### src/rtl/utx_pkg.sv
package utx_pkg;

  // Per-cycle strobes passed from the control unit to the datapath.
  typedef struct packed {
    logic wrEn;   // store txData at wrAddr
    logic rdEn;   // fetch the byte at rdAddr into the output register
  } bufStrobe_t;

  typedef enum logic {
    WR_IDLE = 1'b0,
    WR_FILL = 1'b1
  } wrState_t;

endpackage

### src/rtl/utx_ctrl.sv
module utx_ctrl
  import utx_pkg::*;
#(
  parameter int CELL_BYTES = 53,
  parameter int SLOTS      = 2,
  parameter int RUNT_W     = 8,
  localparam int POS_W     = $clog2(CELL_BYTES),
  localparam int SLOT_W    = (SLOTS > 1) ? $clog2(SLOTS) : 1,
  localparam int CNT_W     = $clog2(SLOTS + 1),
  localparam int ADDR_W    = $clog2(SLOTS * CELL_BYTES)
) (
  input  logic              clk,
  input  logic              rstN,
  input  logic              txEnbN,
  input  logic              txSoc,
  input  logic              rdEn,
  output logic              txClav,
  output logic              cellReady,
  output logic [RUNT_W-1:0] runtCount,
  output bufStrobe_t        strobe,
  output logic [ADDR_W-1:0] wrAddr,
  output logic [ADDR_W-1:0] rdAddr,
  output logic              rdFirst
);

  localparam logic [POS_W-1:0]  LAST_POS  = POS_W'(CELL_BYTES - 1);
  localparam logic [SLOT_W-1:0] LAST_SLOT = SLOT_W'(SLOTS - 1);
  localparam logic [CNT_W-1:0]  FULL_CNT  = CNT_W'(SLOTS);
  localparam logic [RUNT_W-1:0] RUNT_MAX  = {RUNT_W{1'b1}};

  wrState_t          wrState;
  logic [POS_W-1:0]  wrPos, rdPos, wrPosEff;
  logic [SLOT_W-1:0] wrSlot, rdSlot;
  logic [CNT_W-1:0]  cellCount, countNext;
  logic              clavQ;
  logic [RUNT_W-1:0] runtQ;

  logic byteIn, startCell, runtHit, fillByte, cellDone, rdGo, cellFreed;
  logic fillNext;

  // Write-side decode
  always_comb begin
    byteIn    = !txEnbN;
    startCell = byteIn && txSoc && ((wrState == WR_FILL) || clavQ);
    runtHit   = byteIn && txSoc && (wrState == WR_FILL);
    fillByte  = byteIn && !txSoc && (wrState == WR_FILL);
    cellDone  = fillByte && (wrPos == LAST_POS);
    wrPosEff  = startCell ? '0 : wrPos;
    fillNext  = startCell ? 1'b1 : (cellDone ? 1'b0 : (wrState == WR_FILL));
  end

  // Read-side decode
  always_comb begin
    rdGo      = rdEn && (cellCount != '0);
    cellFreed = rdGo && (rdPos == LAST_POS);
    countNext = cellCount + CNT_W'(cellDone) - CNT_W'(cellFreed);
  end

  always_comb begin
    strobe.wrEn = startCell || fillByte;
    strobe.rdEn = rdGo;
    wrAddr      = ADDR_W'(wrSlot) * ADDR_W'(CELL_BYTES) + ADDR_W'(wrPosEff);
    rdAddr      = ADDR_W'(rdSlot) * ADDR_W'(CELL_BYTES) + ADDR_W'(rdPos);
    rdFirst     = (rdPos == '0);
  end

  // Write framing
  always_ff @(posedge clk or negedge rstN) begin
    if (!rstN) begin
      wrState <= WR_IDLE;
      wrPos   <= '0;
      wrSlot  <= '0;
    end else begin
      wrState <= fillNext ? WR_FILL : WR_IDLE;
      if (startCell)
        wrPos <= POS_W'(1);
      else if (fillByte)
        wrPos <= cellDone ? '0 : wrPos + POS_W'(1);
      if (cellDone)
        wrSlot <= (wrSlot == LAST_SLOT) ? '0 : wrSlot + SLOT_W'(1);
    end
  end

  // Read sequencing
  always_ff @(posedge clk or negedge rstN) begin
    if (!rstN) begin
      rdPos  <= '0;
      rdSlot <= '0;
    end else if (rdGo) begin
      rdPos <= cellFreed ? '0 : rdPos + POS_W'(1);
      if (cellFreed)
        rdSlot <= (rdSlot == LAST_SLOT) ? '0 : rdSlot + SLOT_W'(1);
    end
  end

  // Occupancy, cell-available (boundary only) and runt counter
  always_ff @(posedge clk or negedge rstN) begin
    if (!rstN) begin
      cellCount <= '0;
      clavQ     <= 1'b1;
      runtQ     <= '0;
    end else begin
      cellCount <= countNext;
      if (!fillNext)
        clavQ <= (countNext < FULL_CNT);
      if (runtHit && (runtQ != RUNT_MAX))
        runtQ <= runtQ + RUNT_W'(1);
    end
  end

  assign txClav    = clavQ;
  assign cellReady = (cellCount != '0);
  assign runtCount = runtQ;

  // occupancy never exceeds the slot count
  a_r5_no_overflow: assert property (@(posedge clk) disable iff (!rstN)
    cellCount <= FULL_CNT);

  // a full buffer with no open cell withholds cell-available
  a_r5_clav_low_full: assert property (@(posedge clk) disable iff (!rstN)
    (cellCount == FULL_CNT && wrState == WR_IDLE) |-> !txClav);

  // an open cell that is not finishing keeps cell-available up next cycle
  a_r4_clav_held: assert property (@(posedge clk) disable iff (!rstN)
    (wrState == WR_FILL && !cellDone) |=> txClav);

  // a new stored cell appears only right after the last byte position
  a_r6_ready_after_full: assert property (@(posedge clk) disable iff (!rstN)
    $rose(cellReady) |-> ($past(wrPos) == LAST_POS));

  // a runt below saturation advances the counter by exactly one
  a_r7_runt_step: assert property (@(posedge clk) disable iff (!rstN)
    (runtHit && runtCount != RUNT_MAX) |=> (runtCount == $past(runtCount) + RUNT_W'(1)));

endmodule

### src/rtl/utx_datapath.sv
module utx_datapath
  import utx_pkg::*;
#(
  parameter int DATA_W     = 8,
  parameter int CELL_BYTES = 53,
  parameter int SLOTS      = 2,
  localparam int DEPTH     = SLOTS * CELL_BYTES,
  localparam int ADDR_W    = $clog2(DEPTH)
) (
  input  logic              clk,
  input  logic              rstN,
  input  bufStrobe_t        strobe,
  input  logic [ADDR_W-1:0] wrAddr,
  input  logic [ADDR_W-1:0] rdAddr,
  input  logic              rdFirst,
  input  logic [DATA_W-1:0] txData,
  output logic [DATA_W-1:0] rdData,
  output logic              rdSoc,
  output logic              rdValid
);

  logic [DATA_W-1:0] cellMem [DEPTH];
  logic [DATA_W-1:0] rdDataQ;
  logic              rdSocQ, rdValidQ;

  always_ff @(posedge clk) begin
    if (strobe.wrEn)
      cellMem[wrAddr] <= txData;
  end

  always_ff @(posedge clk) begin
    if (strobe.rdEn)
      rdDataQ <= cellMem[rdAddr];
  end

  always_ff @(posedge clk or negedge rstN) begin
    if (!rstN) begin
      rdValidQ <= 1'b0;
      rdSocQ   <= 1'b0;
    end else begin
      rdValidQ <= strobe.rdEn;
      rdSocQ   <= strobe.rdEn && rdFirst;
    end
  end

  assign rdData  = rdDataQ;
  assign rdSoc   = rdSocQ;
  assign rdValid = rdValidQ;

  // every granted read produces a valid byte one cycle later
  a_r9_valid_after_read: assert property (@(posedge clk) disable iff (!rstN)
    strobe.rdEn |=> rdValid);

  // addresses issued by the control stay inside the buffer
  a_r3_addr_in_range: assert property (@(posedge clk) disable iff (!rstN)
    (strobe.wrEn |-> (int'(wrAddr) < DEPTH)) and (strobe.rdEn |-> (int'(rdAddr) < DEPTH)));

endmodule

### src/rtl/utopia_tx_sink.sv
module utopia_tx_sink
  import utx_pkg::*;
#(
  parameter int DATA_W     = 8,
  parameter int CELL_BYTES = 53,
  parameter int SLOTS      = 2,
  parameter int RUNT_W     = 8,
  localparam int ADDR_W    = $clog2(SLOTS * CELL_BYTES)
) (
  input  logic              clk,
  input  logic              rstN,
  input  logic              txEnbN,
  input  logic [DATA_W-1:0] txData,
  input  logic              txSoc,
  output logic              txClav,
  input  logic              rdEn,
  output logic [DATA_W-1:0] rdData,
  output logic              rdSoc,
  output logic              rdValid,
  output logic              cellReady,
  output logic [RUNT_W-1:0] runtCount
);

  bufStrobe_t        strobe;
  logic [ADDR_W-1:0] wrAddr, rdAddr;
  logic              rdFirst;

  utx_ctrl #(
    .CELL_BYTES(CELL_BYTES),
    .SLOTS     (SLOTS),
    .RUNT_W    (RUNT_W)
  ) u_ctrl (
    .clk      (clk),
    .rstN     (rstN),
    .txEnbN   (txEnbN),
    .txSoc    (txSoc),
    .rdEn     (rdEn),
    .txClav   (txClav),
    .cellReady(cellReady),
    .runtCount(runtCount),
    .strobe   (strobe),
    .wrAddr   (wrAddr),
    .rdAddr   (rdAddr),
    .rdFirst  (rdFirst)
  );

  utx_datapath #(
    .DATA_W    (DATA_W),
    .CELL_BYTES(CELL_BYTES),
    .SLOTS     (SLOTS)
  ) u_datapath (
    .clk    (clk),
    .rstN   (rstN),
    .strobe (strobe),
    .wrAddr (wrAddr),
    .rdAddr (rdAddr),
    .rdFirst(rdFirst),
    .txData (txData),
    .rdData (rdData),
    .rdSoc  (rdSoc),
    .rdValid(rdValid)
  );

endmodule

### config.mk
export PLATFORM = sky130hd
export DESIGN_NAME = utopia_tx_sink
export DESIGN_NICKNAME = d
export VERILOG_FILES = /design/src/rtl/utx_pkg.sv /design/src/rtl/utx_ctrl.sv /design/src/rtl/utx_datapath.sv /design/src/rtl/utopia_tx_sink.sv
export SDC_FILE = /design/constraint.sdc
export NUM_CORES = 1
export LEC_CHECK = 0
export BUFFER_PORTS_ARGS = -buffer_cell sky130_fd_sc_hd__buf_4
export CAP_MARGIN = 40
export CORE_MARGIN = 5
export CORE_UTILIZATION = 45
export CTS_CLUSTER_DIAMETER = 60
export CTS_CLUSTER_SIZE = 25
export DETAILED_ROUTE_END_ITERATION = 16
export GPL_TIMING_DRIVEN = 0
export HOLD_SLACK_MARGIN = 0.06
export MAX_ROUTING_LAYER = met4
export PLACE_DENSITY = 0.69
export SYNTH_ARGS = -nofsm -noshare
export SYNTH_HDL_FRONTEND = slang
export SYNTH_SLANG_ARGS = --single-unit
### constraint.sdc
create_clock -name clk -period 3.2 [get_ports clk]
set_input_delay 0 -clock clk [delete_from_list [all_inputs] [get_ports clk]]
set_output_delay 0 -clock clk [all_outputs]
set_load 0.01 [all_outputs]
==> metrics.yaml <==
timing:
  report.final.setup_viol: 596
  max_freq_mhz: 296
  fin_worst_skew_ns: 0.0361
  fin_tns_setup_ns: -39.89
  worst_margin_slew_ns: 0.737
  timing.slew.headroom_pct: 50.7
  finalMaxSlewViolations: 0
  timing.hold.ws_ns: 0.330
  layout_setup_ws_ns: -0.173
  grt_setup_unrepaired: "true"
  final_worst_path_period_share_pct: 105
  finalCriticalPeriod_ns: 3.37
  timing_hold_violations_final: 0
drt:
  iter_0_drt_violations: 2382
  vias_per_cell: 5.98
  dr_total_vias: 19500
  route.final.wire_length_um: 88500
  ant_nets: 0
  drtPass1Iterations: 6
  routed_wire_length_per_instance_um: 27.2
  post-route-drc-count: 0
placement:
  place_hpwl_um: 55700
  placement.cell_area_um2: 38100
  gp_congestion: 0.936
  portBuffers: 32
  placement.setup.worst_slack_ns: -1.56
  placed_cells: 2998
power:
  irDropWorstVdd_uv: 495
  share_seq_of_total_power_pct: 37.4
  power.clock.fraction_pct: 21.4
  post-layout-total-power_mw: 35.2
  power_switching_share_pct: 35.7
  static_leak_nw: 13.8
  pwr_density_cell_nw_per_um2: 812
  switchingPower_mw: 12.6
  power.combinational.fraction_pct: 41.2
  internal-power_mw: 22.6
yosys:
  postSynthCellCount: 1907
  synth.cell_area_um2: 35300
  synthesis.nets: 1937
  post_synth.cell_area_avg_um2: 18.5
  synthFlopType: "edfxtp_1"
  yosys_warnings: 0
  number_of_synthesized_flops_with_an_enable_pin: 856
  synth.ff_latch_count: 884
  ys_async_sr_fraction_pct: 3.17
  synthDistinctLibCells: 64
  synth_seq_area_share_pct: 74.8
job:
  max_cap_viols: 0
clock_network:
  cts_tree: "built"
  cts-root-to-sink-buffers: 3
  cts_sinks: 884
  cts_htree_levels: 2
  cts.clk_slew.worst_paths_ns: 0.09
  root_buffer: "clkbuf_16"
  cts_buffer_count: 52
  clk_latency_ns: 0.65
setup_path:
  worst-setup-path-type: "flip-flop to flip-flop"
  worstPathArrival_ns: 3.68
  timing.critical_path.mode_cell: "nand2_4"
  critPathMaxStageDelay_ns: 0.54
  timing.critical_path.to_type: "flip-flop"
  path_buf_inv: 2
  critical_path_rt_ns: 3.50
  crit_fanout: 8
  critical_path.slowest_cell: "dfstp_2"
  critical_path.top_delay_family: "compound AO/OA/AOI/OAI gates"
  worstPathCellList: "or2_1, buf_6, nand2_4, and2_4, ha_4, nand2_4, a211o_4, a211oi_4, o21a_4, o221ai_4, buf_12, nor2_4"
  crit_path_start_kind: "flip-flop"
layout:
  layout.cells.most_common: "edfxtp_1"
  diodes: 0
  fillers: 5782
  instances_no_fill: 3260
  layout.core_utilization_pct: 55.9
  leading_cell_types_in_the_layout_fill_and_taps_excluded: "edfxtp_1 (856), nand2_1 (186), mux4_2 (179)"
  drive_gt1_share_pct: 35.3
  final_nets: 2210
  register_area_um2: 26400
  layout.cell_area.non_filler_um2: 43300
  area_delta_synth_final_pct: 22.7
  multi_input_comb_area_um2: 10000
global_route:
  grt_max_degree: 83
  grt_antenna_before_repair: 1
  grt_pass1_vias: 19100
  grt_first_pass_wirelength_um: 128000
  gr-total-overflow: 0
  grt.total_usage_pct: 20.7
die:
  number_of_core_rows: 102
  io_pins: 33
  fp.dieH_um: 290
  design.die.area_um2: 84200
  die_width_um: 290
  floorplan.initialDensity_pct: 45.5
  floorplan_core_area_um2: 77600
status:
  violations: "negative setup slack"
  outcome: "finished with violations"
hold_path:
  timing.hold.worst.class: "primary input to flip-flop"
## cells in the mapped netlist (2+ instances only)
cell type    n  area [um^2]
a211o_1      2         17.5
a211oi_1    20          150
a211oi_2     2         25.0
a21o_1       5         37.5
a21oi_1     14         70.1
a31oi_1     15         93.8
a32oi_1     15          131
and2_1       6         37.5
and3_1       2         12.5
buf_1        9         33.8
buf_2       50          250
buf_4        9         67.6
clkbuf_1    25         93.8
dfrtp_1     27          676
edfxtp_1   856        25700
ha_1        17          213
inv_1       12         45.0
mux2_2       7         78.8
mux2i_1     47          470
mux4_2     179         4030
nand2_1    191          717
nand2b_1     5         31.3
nand3_1     56          280
nand4_1     11         68.8
nand4_2      2         25.0
nor2_1     136          510
nor2b_1     23          144
nor3_1       3         15.0
nor3_2       2         20.0
nor4b_2      2         30.0
o2111ai_1    9         78.8
o2111ai_2    3         45.0
o211ai_1    16          120
o211ai_2     4         50.1
o21a_1       7         52.6
o21ai_0     27          135
o21ai_1      2         10.0
o221ai_2     4         60.1
o22ai_1     24          150
o31ai_1      4         30.0
or2_2        2         12.5
or3_1        4         25.0
or4_1        8         60.1
xnor2_1     13          114
xor2_1      11         96.3
## cell type report
cell class              instances  area share [%]
plain buffers                  92            1.93
clock buffers                  58            3.13
clock inverters                36            1.03
inverters                      13           0.127
multi-input cells             915            23.1
flip-flops and latches        884            60.9
well taps                    1040            3.00
repair buffers                222            6.77
## kinds of logic after synthesis
| kind of cell | after synthesis | synth area share, % |
|---|---|---|
| buffers and inverters | 108 | 1.45 |
| multiplexers | 233 | 13.0 |
| adder cells (fa/ha/maj) | 17 | 0.602 |
| XOR/XNOR | 24 | 0.595 |
| AO/OA/AOI/OAI | 182 | 3.82 |
| AND/OR/NAND/NOR | 459 | 5.77 |
| flip-flops | 884 | 74.8 |
## timing repair
| item | CTS | global route |
|---|---|---|
| hold endpoints to repair | 422 | 0 |
| pin swaps | 73 | 110 |
| gates resized for setup | 171 | 138 |
| endpoints found under the setup margin | 857 | 858 |
| setup buffers | 103 | 56 |
| hold buffers | 16 | 0 |
## state kept, by name (all words and copies together), names as in the netlist
name / count
u_datapath.cellMem: 848
u_ctrl.runtCount: 8
u_datapath.rdData: 8
u_ctrl.rdPos: 6
u_ctrl.wrPos: 6
u_ctrl.cellCount: 2
u_ctrl.rdSlot: 1
u_ctrl.txClav: 1
u_ctrl.wrSlot: 1
u_ctrl.wrState: 1
u_datapath.rdSoc: 1
u_datapath.rdValid: 1
## worst paths after layout
path	endpoint	start	slack [ns]	cells after the start
worst min-delay path	u_ctrl.wrPos[1]	txEnbN	0.33	5
max in group asynchronous	u_ctrl.runtCount[0]	rstN	2.53	4
min in group asynchronous	u_ctrl.txClav	rstN	0.46	3
worst min register to register	u_ctrl.runtCount[6]	u_ctrl.runtCount[6]	0.52	1
worst max register to register	u_datapath.cellMem[80][0]	u_ctrl.txClav	-0.17	12
worst max-delay path	u_datapath.cellMem[80][0]	u_ctrl.txClav	-0.17	12
## power by group through the flow
stage	Combinational (mW)	Clock, mW	Sequential (mW)
after global routing	15.2	8.09	13.2
after floorplan	8.00	0	13.4
after CTS	13.5	7.62	13.2
final	14.5	7.53	13.2
after global placement	12.0	0	13.4
after detailed placement	12.4	0	13.4
## routing by layer
layer	vias up	global-route usage, %	part of all wire [%]
met5	-	-	0
met2	959	31.2	47
li1	8209	-	-
met3	168	3.61	9.2
met1	10200	29.5	40
met4	0	6.32	3.1
## worst register-to-register path: stages (launching register included)
cell      delay (ns)
dfstp_2         0.54
or2_1           0.11
buf_6           0.12
nand2_4         0.06
and2_4          0.16
ha_4            0.30
nand2_4         0.06
a211o_4         0.30
a211oi_4        0.36
o21a_4          0.33
o221ai_4        0.22
buf_12          0.23
nor2_4          0.27
Power figures use the tool's default switching activity.
